==> src/rtl/dtmr_pkg.sv <==
// Shared types and register addresses for the dual timer.
// Assumes a 3-bit register address space with byte-wide registers.
package dtmr_pkg;
    typedef enum logic [1:0] {
        MD_13    = 2'b00,
        MD_16    = 2'b01,
        MD_RLD   = 2'b10,
        MD_SPLIT = 2'b11
    } cnt_mode_e;

    // One channel's nibble of the mode register, MSB first.
    typedef struct packed {
        logic      gate;
        logic      ext_sel;
        cnt_mode_e mode;
    } chan_cfg_t;

    localparam int ADDR_W = 3;
    localparam logic [ADDR_W-1:0] A_MODE = 3'd0;
    localparam logic [ADDR_W-1:0] A_CTRL = 3'd1;
    localparam logic [ADDR_W-1:0] A_LO0  = 3'd2;
    localparam logic [ADDR_W-1:0] A_HI0  = 3'd3;
    localparam logic [ADDR_W-1:0] A_LO1  = 3'd4;
    localparam logic [ADDR_W-1:0] A_HI1  = 3'd5;
endpackage

==> src/rtl/mc_prescaler.sv <==
// Machine-cycle strobe: tick is high for one clock out of every DIV.
// Assumes DIV >= 2. The count restarts at zero on reset.
module mc_prescaler #(
    parameter int DIV = 12
) (
    input  logic clk,
    input  logic rst_n,
    output logic tick
);
    localparam int CW = $clog2(DIV);
    localparam logic [CW-1:0] LAST = CW'(DIV - 1);

    logic [CW-1:0] cnt_q;

    // Free-running divide counter.
    always_ff @(posedge clk) begin
        if (!rst_n)            cnt_q <= '0;
        else if (cnt_q == LAST) cnt_q <= '0;
        else                   cnt_q <= cnt_q + 1'b1;
    end

    assign tick = (cnt_q == LAST);


    tick_gap_chk: assert property (@(posedge clk) disable iff (!rst_n)
        tick |=> !tick);
endmodule

==> src/rtl/ev_detect.sv <==
// Event-pin front end: a two-flop synchronizer, then one sample per
// machine cycle. fall is high on a tick whose sample is low while the
// previous sample was high. Assumes each pin level lasts longer than a
// machine cycle.
module ev_detect (
    input  logic clk,
    input  logic rst_n,
    input  logic tick,
    input  logic pin,
    output logic fall
);
    logic [1:0] sync_q;
    logic       samp_q;

    // Bring the asynchronous pin into the clock domain.
    always_ff @(posedge clk) begin
        if (!rst_n) sync_q <= '0;
        else        sync_q <= {sync_q[0], pin};
    end

    // Hold the previous machine-cycle sample.
    always_ff @(posedge clk) begin
        if (!rst_n)    samp_q <= 1'b0;
        else if (tick) samp_q <= sync_q[1];
    end

    assign fall = tick && samp_q && !sync_q[1];


    fall_on_tick_chk: assert property (@(posedge clk) disable iff (!rst_n)
        fall |-> tick);
endmodule

==> src/rtl/tc_channel.sv <==
// One timer/counter channel: low and high count bytes with the four
// counting structures. step advances the main counter. aux_step advances
// the high byte in split mode, and only when SPLIT_OK is 1. A write to
// either byte replaces the whole step of that cycle. Assumes step and
// aux_step are single-clock pulses.
module tc_channel
    import dtmr_pkg::*;
#(
    parameter int W        = 8,
    parameter int LO13_W   = 5,
    parameter bit SPLIT_OK = 1'b1
) (
    input  logic         clk,
    input  logic         rst_n,
    input  cnt_mode_e    mode,
    input  logic         step,
    input  logic         aux_step,
    input  logic         wr_lo,
    input  logic         wr_hi,
    input  logic [W-1:0] wdata,
    output logic [W-1:0] lo,
    output logic [W-1:0] hi,
    output logic         ovf_main,
    output logic         ovf_aux
);
    logic [W-1:0]   lo_q, hi_q, lo_d, hi_d;
    logic [2*W-1:0] wide_inc;
    logic           wr_any;

    assign wr_any   = wr_lo || wr_hi;
    assign wide_inc = {hi_q, lo_q} + 1'b1;

    // Next-state and overflow decode for the selected structure.
    always_comb begin
        lo_d     = lo_q;
        hi_d     = hi_q;
        ovf_main = 1'b0;
        ovf_aux  = 1'b0;
        if (wr_any) begin
            if (wr_lo) lo_d = wdata;
            if (wr_hi) hi_d = wdata;
        end else begin
            case (mode)
                MD_13: if (step) begin
                    lo_d[LO13_W-1:0] = lo_q[LO13_W-1:0] + 1'b1;
                    if (&lo_q[LO13_W-1:0]) begin
                        hi_d     = hi_q + 1'b1;
                        ovf_main = &hi_q;
                    end
                end
                MD_16: if (step) begin
                    {hi_d, lo_d} = wide_inc;
                    ovf_main     = &{hi_q, lo_q};
                end
                MD_RLD: if (step) begin
                    if (&lo_q) begin
                        lo_d     = hi_q;
                        ovf_main = 1'b1;
                    end else begin
                        lo_d = lo_q + 1'b1;
                    end
                end
                MD_SPLIT: if (SPLIT_OK) begin
                    if (step) begin
                        lo_d     = lo_q + 1'b1;
                        ovf_main = &lo_q;
                    end
                    if (aux_step) begin
                        hi_d    = hi_q + 1'b1;
                        ovf_aux = &hi_q;
                    end
                end
                default: ;
            endcase
        end
    end

    // Count byte registers.
    always_ff @(posedge clk) begin
        if (!rst_n) begin
            lo_q <= '0;
            hi_q <= '0;
        end else begin
            lo_q <= lo_d;
            hi_q <= hi_d;
        end
    end

    assign lo = lo_q;
    assign hi = hi_q;


    idle_hold_chk: assert property (@(posedge clk) disable iff (!rst_n)
        (!step && !aux_step && !wr_any) |=> ($stable(lo_q) && $stable(hi_q)));


    reload_chk: assert property (@(posedge clk) disable iff (!rst_n)
        (mode == MD_RLD && step && (&lo_q) && !wr_any) |=>
            (lo_q == $past(hi_q) && $stable(hi_q)));


    wr_wins_chk: assert property (@(posedge clk) disable iff (!rst_n)
        wr_lo |=> (lo_q == $past(wdata)));

    generate
        if (!SPLIT_OK) begin : g_freeze

            freeze_chk: assert property (@(posedge clk) disable iff (!rst_n)
                (mode == MD_SPLIT && !wr_any) |=> ($stable(lo_q) && $stable(hi_q)));
        end
    endgenerate
endmodule

==> src/rtl/dual_timer.sv <==
// Dual four-mode timer/counter top. It holds the mode and control
// registers and the overflow flags, gates each channel's steps, and
// drives the read mux. Assumes gate_pin is already synchronous to clk.
// ev_pin may be asynchronous.
module dual_timer
    import dtmr_pkg::*;
#(
    parameter int DIV = 12,
    parameter int W   = 8,
    parameter int NCH = 2
) (
    input  logic              clk,
    input  logic              rst_n,
    input  logic              wr_en,
    input  logic [ADDR_W-1:0] wr_addr,
    input  logic [W-1:0]      wr_data,
    input  logic [ADDR_W-1:0] rd_addr,
    output logic [W-1:0]      rd_data,
    input  logic [NCH-1:0]    ev_pin,
    input  logic [NCH-1:0]    gate_pin,
    input  logic [NCH-1:0]    irq_ack,
    output logic [NCH-1:0]    irq
);
    localparam int NIB = 4;

    logic [W-1:0]   mode_q;
    logic [NCH-1:0] run_q, flag_q, flag_set, fall, go, step, aux_step;
    logic [NCH-1:0] ovf_main, ovf_aux, wr_lo, wr_hi;
    logic [W-1:0]   lo [NCH];
    logic [W-1:0]   hi [NCH];
    chan_cfg_t      cfg [NCH];
    logic           tick, wr_mode, wr_ctrl;

    assign wr_mode = wr_en && (wr_addr == A_MODE);
    assign wr_ctrl = wr_en && (wr_addr == A_CTRL);

    mc_prescaler #(.DIV(DIV)) u_pre (.clk(clk), .rst_n(rst_n), .tick(tick));

    generate
        for (genvar i = 0; i < NCH; i++) begin : g_ch
            assign cfg[i]      = chan_cfg_t'(mode_q[NIB*i +: NIB]);
            assign go[i]       = run_q[i] && (!cfg[i].gate || gate_pin[i]);
            assign step[i]     = go[i] && (cfg[i].ext_sel ? fall[i] : tick);
            assign aux_step[i] = (i == 0) ? (tick && run_q[NCH-1]) : 1'b0;
            assign wr_lo[i]    = wr_en && (wr_addr == ADDR_W'(A_LO0 + 2*i));
            assign wr_hi[i]    = wr_en && (wr_addr == ADDR_W'(A_HI0 + 2*i));

            ev_detect u_ev (
                .clk(clk), .rst_n(rst_n), .tick(tick),
                .pin(ev_pin[i]), .fall(fall[i])
            );

            tc_channel #(.W(W), .SPLIT_OK(i == 0)) u_ch (
                .clk(clk), .rst_n(rst_n), .mode(cfg[i].mode),
                .step(step[i]), .aux_step(aux_step[i]),
                .wr_lo(wr_lo[i]), .wr_hi(wr_hi[i]), .wdata(wr_data),
                .lo(lo[i]), .hi(hi[i]),
                .ovf_main(ovf_main[i]), .ovf_aux(ovf_aux[i])
            );
        end
    endgenerate

    // Split mode routes channel 0's high-byte wrap to the last flag.
    assign flag_set[0] = ovf_main[0];
    assign flag_set[1] = ovf_main[1] || ovf_aux[0] || ovf_aux[1];

    // Mode register.
    always_ff @(posedge clk) begin
        if (!rst_n)       mode_q <= '0;
        else if (wr_mode) mode_q <= wr_data;
    end

    // Run bits and overflow flags: hardware set, then ack, then software.
    always_ff @(posedge clk) begin
        if (!rst_n) begin
            run_q  <= '0;
            flag_q <= '0;
        end else begin
            for (int i = 0; i < NCH; i++) begin
                if (wr_ctrl) run_q[i] <= wr_data[NIB + 2*i];
                if (flag_set[i])     flag_q[i] <= 1'b1;
                else if (irq_ack[i]) flag_q[i] <= 1'b0;
                else if (wr_ctrl)    flag_q[i] <= wr_data[NIB + 2*i + 1];
            end
        end
    end

    assign irq = flag_q;

    // Register read mux.
    always_comb begin
        case (rd_addr)
            A_MODE:  rd_data = mode_q;
            A_CTRL:  rd_data = {flag_q[1], run_q[1], flag_q[0], run_q[0], 4'b0000};
            A_LO0:   rd_data = lo[0];
            A_HI0:   rd_data = hi[0];
            A_LO1:   rd_data = lo[1];
            A_HI1:   rd_data = hi[1];
            default: rd_data = '0;
        endcase
    end

    generate
        for (genvar i = 0; i < NCH; i++) begin : g_chk

            set_wins_chk: assert property (@(posedge clk) disable iff (!rst_n)
                flag_set[i] |=> irq[i]);

            ack_clr_chk: assert property (@(posedge clk) disable iff (!rst_n)
                (irq_ack[i] && !flag_set[i]) |=> !irq[i]);

            gate_hold_chk: assert property (@(posedge clk) disable iff (!rst_n)
                (cfg[i].gate && !gate_pin[i]) |-> !step[i]);
        end
    endgenerate
endmodule

==> config.mk <==
export PLATFORM = sky130hd
export DESIGN_NAME = dual_timer
export DESIGN_NICKNAME = d
export VERILOG_FILES = /design/src/rtl/dtmr_pkg.sv /design/src/rtl/mc_prescaler.sv /design/src/rtl/ev_detect.sv /design/src/rtl/tc_channel.sv /design/src/rtl/dual_timer.sv
export SDC_FILE = /design/constraint.sdc
export NUM_CORES = 1
export LEC_CHECK = 0
export BUFFER_PORTS_ARGS = -buffer_cell sky130_fd_sc_hd__buf_2
export CAP_MARGIN = 20
export CORE_AREA = 2 2 107 120
export CTS_CLUSTER_SIZE = 24
export DETAILED_ROUTE_END_ITERATION = 8
export DIE_AREA = 0 0 109 122
export HOLD_SLACK_MARGIN = 0.03
export MAX_ROUTING_LAYER = met4
export PLACE_DENSITY = 0.49
export SLEW_MARGIN = 20
export SYNTH_ARGS = -nofsm -noshare
export SYNTH_HDL_FRONTEND = slang
export SYNTH_HIERARCHICAL = 1
export SYNTH_SLANG_ARGS = --single-unit
==> constraint.sdc <==
create_clock -name clk -period 2.8 [get_ports clk]
set_clock_uncertainty 0.1 [all_clocks]
set_input_delay 0.7 -clock clk [delete_from_list [all_inputs] [get_ports clk]]
set_output_delay 0.7 -clock clk [all_outputs]
set_load 0.01 [all_outputs]
Yosys cells after proc, flatten, opt, wreduce, memory -nomap -nowiden:

Index checks and enable logic that the tools add are counted.

* add/sub/neg operators: 9
* equality and inequality tests: 30
* muxes and demuxes: 57
* bitwise gates (word level): 1
* reduce and logical (&&, ||, !) cells: 50

Operators with widths (number)
* $mux W8: 22
* $pmux W8 S6: 1
* $add A16 B1 Y16 const B: 2
* $add A8 B1 Y8 const B: 4
* $reduce_and A16 Y1: 2
* $reduce_and A8 Y1: 4
* $ne A3 B1 Y1 const B: 10
* $reduce_and A5 Y1: 6
* $mux W1: 24
* $pmux W8 S3: 1
* $pmux W5 S4: 1
* $pmux W8 S2: 1
* $logic_and A1 B1 Y1: 15
* $pmux W5 S3: 1
* $eq A3 B2 Y1 const B: 4
* $eq A3 B3 Y1 const B: 4
* $reduce_bool A3 Y1: 4
* $reduce_bool A4 Y1: 3
* $add A5 B1 Y5 const B: 2
* $mux W5: 2
* $pmux W3 S3: 1
* $ne A2 B1 Y1 const B: 4
* $eq A2 B2 Y1 const B: 3
* $eq A3 B1 Y1 const B: 2
* 14 further kinds: 24

* register bits: 54
* input bits: 23
* output and inout bits: 10
* word-level logic and storage cells: 162

Logic depth before layout (Yosys ltp):

Gate-level depths: netlist (run 1).

* word-level depth: 10
* depth in mapped cells: 11
* depth with buffers taken out: 10

Cells and area by module:

The synthesis (run 1) kept the hierarchy.

Modules (own cells, without submodules)
* tc_channel at g_ch[0].u_ch: instances 1, cells an instance 191, area each 1472.7 um^2, seq. area each 320.3 um^2
* tc_channel at g_ch[1].u_ch: instances 1, cells an instance 175, area each 1338.8 um^2, seq. area each 320.3 um^2
* dual_timer: instances 1, cells an instance 116, area each 977.2 um^2, seq. area each 240.2 um^2
* ev_detect: instances 2, cells an instance 8, area each 98.8 um^2, seq. area each 60.1 um^2
* mc_prescaler: instances 1, cells an instance 18, area each 175.2 um^2, seq. area each 80.1 um^2

Least setup slack after synthesis (run 1):

OpenSTA, ideal clock, no wires.

* kind: register -> register
* start point: register u_pre.cnt_q[0]
* end point: register g_ch[0].u_ch.hi_q[0]
* library setup time: 0.060 ns
* arrival time: 2.570 ns
* data required time: 2.640 ns
* path slack: 0.070 ns
* cell stages (with the launch flop): 11
* buffers on the path: 0
* clock period less this slack: 2.730 ns
* path through: dfxtp_1 > ha_1 > and3b_2 > and3b_2 > inv_1 > a221oi_1 > nand3_2 > a2111oi_4 > nor2_2 > nor3b_1 > o221a_1

* cells in the longest elaborated chain, start to end: 7
* elaborated cells between the ends (all ways): 10
* classes of those cells: 4 x eq/ne; 1 x mux; 5 x reduce/logical

Ends and longest elaborated chain
* from (decl): RTL line mc_prescaler.sv:13 `logic [CW-1:0] cnt_q;`
* from (signal assigned): RTL line mc_prescaler.sv:19 `else cnt_q <= cnt_q + 1'b1;`
* $eq A4 B4 Y1 *: RTL line mc_prescaler.sv:22 `assign tick = (cnt_q == LAST);`
* via tick: RTL line dual_timer.sv:32 `logic tick, wr_mode, wr_ctrl;`
* $logic_and A1 B1 Y1 * (2 in a row): RTL line ev_detect.sv:27 `assign fall = tick && samp_q && !sync_q[1];`
* via fall[0]: RTL line dual_timer.sv:27 `logic [NCH-1:0] run_q, flag_q, flag_set, fall, go, step, aux_step;`
* $mux W1 *: RTL line dual_timer.sv:43 `assign step[i] = go[i] && (cfg[i].ext_sel ? fall[i] : tick);`
* $logic_and A1 B1 Y1 *: RTL line dual_timer.sv:43
* via step[0]: RTL line dual_timer.sv:27
* $ne A3 B1 Y1 (no source line)
* $reduce_and A6 Y1 (no source line) *
* to (signal assigned): RTL line tc_channel.sv:85 `hi_q <= hi_d;`
* to (decl): RTL line tc_channel.sv:26 `logic [W-1:0] lo_q, hi_q, lo_d, hi_d;`

The timed path passes the listed nets; every way through them passes the cells marked *.
A chain may end at the register's enable or synchronous reset.

Final worst setup path (run 1):

* start point: input port rd_addr[0]
* end point: output port rd_data[5]

* cells in the longest elaborated chain, start to end: 2
* elaborated cells between the ends (all ways): 7
* classes of those cells: 5 x eq/ne; 1 x mux; 1 x reduce/logical

Ends and longest elaborated chain
* from (decl): RTL line dual_timer.sv:17 `input logic [ADDR_W-1:0] rd_addr,`
* $eq A3 B3 Y1 (tied with other cells): RTL line dual_timer.sv:92 `case (rd_addr)`
* $pmux W8 S6 *: RTL line dual_timer.sv:92
* to (decl): RTL line dual_timer.sv:18 `output logic [W-1:0] rd_data,`

Every way passes the cells marked *; elsewhere a longest branch is shown, timed or not.

==> results.cfg, run 1 <==
[run_status]
status = finished clean

[final_layout]
stdcell_count = 716
syn2layout_area_growth_pct = 14.1
regArea_um2 = 1080
multi_input_area_um2 = 2840
fillCellCount = 1255
fin_util_pct = 38.9
layout.nets = 596
diodes = 0
final_layout_size_suffix_gt1_share_pct = 20.0

[clock_tree]
path_clk_slew_ns = 0.07
clk_path_buf_depth = 2
clock_latency_ns = 0.30
cts_num_sinks = 54
cts_buffers = 5
cts_root_buf = clkbuf_16
cts_tree = yes
h-tree-depth = 2
hold_buffers = 0

[global_routing]
grt_util_met1_pct = 25.8
grt-busiest-layer = met2
grt_pass1_wl_um = 21500
grt_util_met3_pct = 2.25
gr-usage-met2_pct = 37.0
grt_max_degree = 57
grt_pass1_vias = 4029
grt_usage_pct = 21.6
antenna_found_initial = 0
grt.overflow.total = 0

[detailed_routing]
post_drt_wl_per_cell_um = 18.5
ant_nets = 0
dr_total_vias = 4164
dr.pass1.iters = 4
via_per_inst = 5.82
routed_wl_um = 13300
route.detailed.drc = 0
drtIter0Drc = 301

[sta]
setup_viol = 0
timing.fmax_ghz = 0.368
rsz0062_at_grt = no
min_period_ns = 2.72
fin_crit_sh_pct = 97.0
hold_viol = 0
fin_setup_tns_ns = 0
relSlewSlack_pct = 60.1
slew_violations = 0
worstMarginPinSlew_ns = 0.596

[critical_path]
end_kind = primary output
crit_chain = buf_2, mux4_2, a22o_1, buf_2
crit_required_ns = 2.00
slowest_stage = mux4_2
cp_max_fo = 15
cp_common_cell = buf_2
critPathMaxStageDelay_ns = 0.55
critPathBufInv = 2
cp.arrival_ns = 1.92
worst_path_dominant_cell_family = multiplexers
cp-start-kind = input pin
path_class = input pin to primary output

[power]
peakVddDrop_mv = 0.234
pwr_density_cell_nw_per_um2 = 365
leakage_uw = 0.00167

[die]
die-height_um = 122
core-area_um2 = 12200
start_util_pct = 34.0
fp-row-count = 43
die_w_um = 109
ios = 33
die_area_um2 = 13300

[synthesis]
synth_nets = 553
syn_area_um2 = 4160
yosysWarnings = 6
synth_cells = 515
avgSynthCellArea_um2 = 8.07

[place]
hpwl_um = 10200
gp_congestion = 0.905
io_buffers = 32
dp.cells = 705

[flow_run]
drv_cap = 0

[hold_path]
hold_path.class = register to register
[cell type report]
type / instances / area share (%)
clock inverters: 3 / 0.448
well taps: 157 / 4.14
inverters: 21 / 1.66
repair buffers: 64 / 8.44
clock buffers: 5 / 2.64
flip-flops and latches: 54 / 22.8
multi-input cells: 412 / 59.9
[flip-flops by register name (all words and copies together), names as in the netlist]
signal / flops
g_ch.u_ch/hi: 16
irq: 2
g_ch.u_ch/lo: 16
run_q: 2
mode_q: 8
g_ch.u_ev/samp_q: 2
u_pre/cnt_q: 4
g_ch.u_ev/sync_q: 4
[what timing repair did]
action / CTS / global route
setup buffers: 0 / 3
setup endpoints to repair: 0 / 6
hold endpoints to repair: 0 / 0
resized for setup: 0 / 4
[cell usage in the layout (no fill, tap or decap), drive strengths merged, types with 9 or more instances in the layout]
cell,instances
dfxtp,54
inv,21
mux2,10
a21oi,27
nor2,36
o211ai,10
a221oi,10
o21ai,39
nand4,14
ha,15
nand2,57
nor3,12
a21boi,9
nand3,21
a31oi,10
nor2b,9
buf,64
[power breakdown]
part | switching (uW) | total, uW | internal [uW]
clock | 315 | 648 | 333
combinational | 150 | 256 | 106
sequential | 36.3 | 829 | 792
[path summary, 6_finish.rpt]
kind | from | end | slack (ns) | cells past startpoint
max reg2reg | u_pre/cnt_q[0] | g_ch[0].u_ch/hi[1] | 0.22 | 12
max | rd_addr[0] | rd_data[5] | 0.08 | 4
min | g_ch[1].u_ev/sync_q[0] | g_ch[1].u_ev/sync_q[1] | 0.34 | 1
min reg2reg | g_ch[1].u_ev/sync_q[0] | g_ch[1].u_ev/sync_q[1] | 0.34 | 1
[metal layers]
metal	wire (um)	share of wire (%)	vias up
li1	-	-	2037
met1	5590	42	2007
met2	6830	51	100
met3	490	3.7	20
met4	363	2.7	0
met5	0	0	-
[stage by stage]
step | hold WS [ns] | setup slack, ns | total power (uW) | cell area, um2
after global routing | 0.355 | 0.0268 | 1800 | 4750
after floorplan | 0.312 | 0.0697 | 992 | 4160
after global placement | 0.314 | 0.101 | 1100 | 4560
after CTS | 0.339 | 0.0752 | 1750 | 4710
after detailed placement | 0.322 | 0.0754 | 1100 | 4560
final | 0.336 | 0.0841 | 1730 | 4750
Power figures use the tool's default switching activity.
==> run 2: changes to the inputs <==
--- a/config.mk
+++ b/config.mk
@@ -5,15 +5,16 @@
 export SDC_FILE = /design/constraint.sdc
 export NUM_CORES = 1
 export LEC_CHECK = 0
+export ABC_AREA = 1
 export BUFFER_PORTS_ARGS = -buffer_cell sky130_fd_sc_hd__buf_2
 export CAP_MARGIN = 20
-export CORE_AREA = 2 2 107 120
+export CORE_AREA = 2 2 113 126
 export CTS_CLUSTER_SIZE = 24
 export DETAILED_ROUTE_END_ITERATION = 8
-export DIE_AREA = 0 0 109 122
+export DIE_AREA = 0 0 115 128
 export HOLD_SLACK_MARGIN = 0.03
 export MAX_ROUTING_LAYER = met4
-export PLACE_DENSITY = 0.49
+export PLACE_DENSITY = 0.47
 export SLEW_MARGIN = 20
 export SYNTH_ARGS = -nofsm -noshare
 export SYNTH_HDL_FRONTEND = slang
==> constraint.sdc (replaced) <==
create_clock -name clk -period 3.44 [get_ports clk]
set_clock_uncertainty 0.1 [all_clocks]
set_input_delay 0.86 -clock clk [delete_from_list [all_inputs] [get_ports clk]]
set_output_delay 0.86 -clock clk [all_outputs]
set_load 0.01 [all_outputs]
==> run 2 against run 1 <==
Net effect: sequential share of layout area decreased by 1.2 points; sequential power fell by 9.9%; combinational power up 40%; final cell count grew 32%; register-to-register slack gained 0.39 ns; critical path depth increased by 3; routed wire length up 13%; flip-flop and latch count unchanged.
==> results.cfg, run 2 <==
[run_status]
status = finished clean

[synthesis]
synth_cells = 757
synth_nets = 795
yosysWarnings = 6
syn_area_um2 = 4630
avgSynthCellArea_um2 = 6.12

[sta]
relSlewSlack_pct = 36.6
min_period_ns = 2.98
hold_viol = 0
timing.fmax_ghz = 0.335
fin_crit_sh_pct = 86.7
worstMarginPinSlew_ns = 0.952
slew_violations = 0
setup_viol = 0
fin_setup_tns_ns = 0
rsz0062_at_grt = no

[detailed_routing]
ant_nets = 0
dr_total_vias = 4795
drtIter0Drc = 214
post_drt_wl_per_cell_um = 15.8
via_per_inst = 5.06
route.detailed.drc = 0
dr.pass1.iters = 6
routed_wl_um = 15000

[power]
leakage_uw = 0.00236
peakVddDrop_mv = 0.182
pwr_density_cell_nw_per_um2 = 331

[critical_path]
worst_path_dominant_cell_family = buffers and inverters
path_class = input pin to primary output
path_depth = 7
reg2reg_depth = 16
cp.arrival_ns = 2.02
cp_common_cell = buf_2
rrSetupSlack_ns = 0.61
critPathBufInv = 3
crit_chain = buf_2, inv_1, nand4_1, nand2_1, nor2_1, nand3_1, buf_2
r2r-end = g_ch[0].u_ch/lo[3]
cp-start-kind = input pin
cp_max_fo = 17
slowest_stage = buf_2
end_kind = primary output
critPathMaxStageDelay_ns = 0.32
reg2reg_from = u_pre/cnt_q[0]
crit_required_ns = 2.48

[final_layout]
fillCellCount = 1543
layout.nets = 820
final_common_cell = nand2_1
final_layout_size_suffix_gt1_share_pct = 14.6
syn2layout_area_growth_pct = 8.00
final_cell_mix = nand2_1 (193), nor2_1 (107), inv_1 (94)
diodes = 0
fin_util_pct = 37.0

[place]
gp_congestion = 0.929
io_buffers = 32
hpwl_um = 11700

[clock_tree]
cts_setup_buffers = 0
cts_buffers = 5
h-tree-depth = 2
cts_root_buf = clkbuf_16
path_clk_slew_ns = 0.08
clk_path_buf_depth = 2
cts_tree = yes
cts-resized-gates = 0
cts_num_sinks = 54
clock_latency_ns = 0.31
hold_buffers = 0

[global_routing]
grt.overflow.total = 0
grt_pass1_vias = 4491
grt_usage_pct = 21.4
antenna_found_initial = 0
grt_max_degree = 50
grt_pass1_wl_um = 23600

[hold_path]
min_from = g_ch[1].u_ev/sync_q[0]
holdPathStages = 2
min_to = g_ch[1].u_ev/sync_q[1]
hold_path.class = register to register

[die]
die_w_um = 115
die-height_um = 128
start_util_pct = 34.3
die_area_um2 = 14700
fp-row-count = 45
core-area_um2 = 13500
ios = 33

[flow_run]
drv_cap = 0
[run 2: worst max-delay path by stage]
stage	from	endpoint	slack, ns
floorplan	wr_addr[0]	irq[1]	0.87
finish	rd_addr[1]	rd_data[6]	0.46
global route	u_pre/cnt_q[0]	g_ch[0].u_ch/lo[3]	0.32
global placement	rd_addr[1]	rd_data[6]	0.48
detailed placement	rd_addr[1]	rd_data[5]	0.46
CTS	rd_addr[1]	rd_data[5]	0.45
[run 2: through the flow]
| stage | power [uW] | worst slack [ns] | cells | cell area, um2 | hold WS [ns] |
|---|---|---|---|---|---|
| 5_1_grt | 1750 | 0.322 | 947 | 5000 | 0.345 |
| 3_5_place_dp | 1120 | 0.459 | 939 | 4850 | 0.300 |
| 4_1_cts | 1680 | 0.454 | 947 | 5000 | 0.324 |
| 2_1_floorplan | 999 | 0.866 | 757 | 4630 | 0.290 |
| 6_report | 1650 | 0.456 | 947 | 5000 | 0.318 |
| 3_3_place_gp | 1110 | 0.482 | 939 | 4850 | 0.294 |
[run 2: metal layers]
metal	track usage (%)	wire, um	share of wire (%)
met1	24.7	6520	44
met3	3.03	395	2.6
met4	8.15	327	2.2
met2	37.4	7710	52
met5	-	0	0
[run 2: area by class of cell]
class / count / area (um2) / share of cell area [%]
Clock buffer: 5 / 125 / 2.50
Clock inverter: 3 / 28.8 / 0.576
Inverter: 108 / 423 / 8.46
Multi-Input combinational cell: 576 / 2940 / 58.8
Sequential cell: 54 / 1080 / 21.6
Tap cell: 164 / 205 / 4.10
Timing Repair Buffer: 37 / 198 / 3.95
[run 2: worst register-to-register path: stages (launching register included)]
cell and delay [ns]:
dfxtp_1 0.38, ha_1 0.20, nand3_1 0.11, inv_1 0.08, nand2_1 0.05, nor2_1 0.13
inv_1 0.06, nand2_1 0.05, o21ai_0 0.07, a211oi_1 0.51, o21ai_0 0.18, nand2_1 0.12
nand2_1 0.07, nor2_2 0.24, inv_2 0.11, nor2_1 0.14, a21oi_2 0.07
[run 2: power by group]
| group | internal [uW] | leakage (uW) | total (uW) | switching, uW |
|---|---|---|---|---|
| registers | 668 | 0.000442 | 747 | 78.6 |
| clock network | 279 | 0.0000759 | 549 | 271 |
| logic | 122 | 0.00185 | 358 | 236 |
| total | 1070 | 0.00236 | 1650 | 585 |
==> run 3: changes to the inputs <==
--- a/config.mk
+++ b/config.mk
@@ -8,13 +8,16 @@
 export ABC_AREA = 1
 export BUFFER_PORTS_ARGS = -buffer_cell sky130_fd_sc_hd__buf_2
 export CAP_MARGIN = 20
+export CELL_PAD_IN_SITES_DETAIL_PLACEMENT = 0
+export CELL_PAD_IN_SITES_GLOBAL_PLACEMENT = 1
 export CORE_AREA = 2 2 113 126
 export CTS_CLUSTER_SIZE = 24
 export DETAILED_ROUTE_END_ITERATION = 8
 export DIE_AREA = 0 0 115 128
 export HOLD_SLACK_MARGIN = 0.03
 export MAX_ROUTING_LAYER = met4
-export PLACE_DENSITY = 0.47
+export PLACE_DENSITY = 0.63
+export RECOVER_POWER = 50
 export SLEW_MARGIN = 20
 export SYNTH_ARGS = -nofsm -noshare
 export SYNTH_HDL_FRONTEND = slang
==> run 3 against run 2 <==
Net effect: the run now ends with capacitance limit, slew limit left; fmax up 0.91%; routed wire length up 3.5%; flip-flop and latch count unchanged; via count up 0.13%; register-to-register slack better by 0.03 ns; total power up 4.1%; critical path depth unchanged; global-route usage up 1.2 points; non-clock buffer count unchanged; utilization down 0.24 points; die area unchanged; final cell count unchanged; critical path type unchanged; largest cell class unchanged; highest routed layer unchanged.
==> results.cfg, run 3 (same netlist as run 2, synthesis figures left out) <==
[run_status]
status = finished with violations
violations = capacitance limit, slew limit

[die]
die_area_um2 = 14700
die_w_um = 115
ios = 33
fp-row-count = 45
die-height_um = 128
core-area_um2 = 13500
start_util_pct = 34.3

[detailed_routing]
post_drt_wl_per_cell_um = 16.3
dr_total_vias = 4801
route.detailed.drc = 0
ant_nets = 0
dr.pass1.iters = 5
drtIter0Drc = 225
via_per_inst = 5.07
routed_wl_um = 15500

[clock_tree]
cts_setup_buffers = 0
hold_buffers = 0
cts_tree = yes
path_clk_slew_ns = 0.08
cts_root_buf = clkbuf_16
cts-resized-gates = 0
clk_path_buf_depth = 2
cts_buffers = 5
clock_latency_ns = 0.31
cts_num_sinks = 54
h-tree-depth = 2

[final_layout]
layout.nets = 820
diodes = 0
final_cell_mix = nand2_1 (195), nor2_1 (107), inv_1 (94)
fin_util_pct = 36.8
final_common_cell = nand2_1
final_layout_size_suffix_gt1_share_pct = 12.5
syn2layout_area_growth_pct = 7.30
fillCellCount = 1545

[sta]
rsz0062_at_grt = no
setup_viol = 0
worstMarginPinSlew_ns = 2.22
relSlewSlack_pct = -47.9
worst_slack_ns = 0.483
min_period_ns = 2.96
fin_crit_sh_pct = 86.0
timing.hold.ws_ns = 0.317
hold_viol = 0
fin_setup_tns_ns = 0
slew_violations = 48
timing.fmax_ghz = 0.338

[critical_path]
path_class = input pin to primary output
critPathMaxStageDelay_ns = 0.35
cp-start-kind = input pin
crit_chain = buf_2, inv_4, nand3_1, o21ai_0, nor2_1, nand3_1, buf_2
crit_required_ns = 2.48
slowest_stage = buf_2
reg2reg_from = u_pre/cnt_q[0]
crit_start = rd_addr[2]
cp.arrival_ns = 2.00
end_kind = primary output
cp_max_fo = 19

[global_routing]
grt_usage_pct = 22.6
grt_pass1_vias = 4593
grt_pass1_wl_um = 24800
grt.overflow.total = 0
antenna_found_initial = 0
grt_max_degree = 48

[place]
dp_slack_ns = 0.505
io_buffers = 32
hpwl_um = 12100
gp_congestion = 0.898

[power]
leakage_uw = 0.00236
peakVddDrop_mv = 0.203
pwr_density_cell_nw_per_um2 = 347

[hold_path]
min_from = g_ch[1].u_ev/sync_q[0]
hold_path.class = register to register

[flow_run]
drv_cap = 1
## run 3: cell count changes in the layout (fill, tap and decap cells not counted), moves of 3 or more
cell,before,now
clkbuf_1,0,5
o21ai_1,12,6
a21oi_1,31,37
buf_2,32,29
o21ai_0,30,38
a21oi_2,13,7
## run 3: critical path: cells and delay by family
family / cells / cell delay (ns)
simple gates: 3 / 0.40
compound gates: 1 / 0.10
buf+inv: 3 / 0.64
## run 3: layout make-up
cell class | instances | area, um2 | share of cell area [%]
inverters | 108 | 423 | 8.51
well taps | 164 | 205 | 4.13
clock buffers | 5 | 125 | 2.52
repair buffers | 37 | 186 | 3.75
multi-input cells | 576 | 2900 | 58.4
clock inverters | 3 | 47.5 | 0.957
flip-flops and latches | 54 | 1080 | 21.8
## run 3: path summary, 6_finish.rpt
path | cells after the start | end | slack, ns
worst max-delay path | 7 | rd_data[5] | 0.48
worst min-delay path | 2 | g_ch[1].u_ev/sync_q[1] | 0.32
worst max register to register | 19 | g_ch[0].u_ch/hi[0] | 0.64
worst min register to register | 2 | g_ch[1].u_ev/sync_q[1] | 0.32
## run 3: report_power, final
| part | leakage (uW) | internal [uW] | total (uW) | switching [uW] |
|---|---|---|---|---|
| registers | 0.000442 | 668 | 750 | 81.6 |
| clock network | 0.0000848 | 350 | 622 | 272 |
| logic | 0.00183 | 119 | 351 | 232 |
## run 3: stage by stage
stage               area (um2)  std cells  total power, uW
floorplan                 4630        757              999
detailed placement        4850        939             1120
global route              4970        947             1830
global placement          4850        939             1110
CTS                       5020        947             1750
finish                    4970        947             1720
## run 3: routing by layer
metal	wire length [um]	global-route usage, %	vias to the layer above
met4	465	8.08	0
met2	7890	39.4	72
met5	0	-	-
met1	6700	26.6	2207
li1	-	-	2496
met3	413	2.84	26
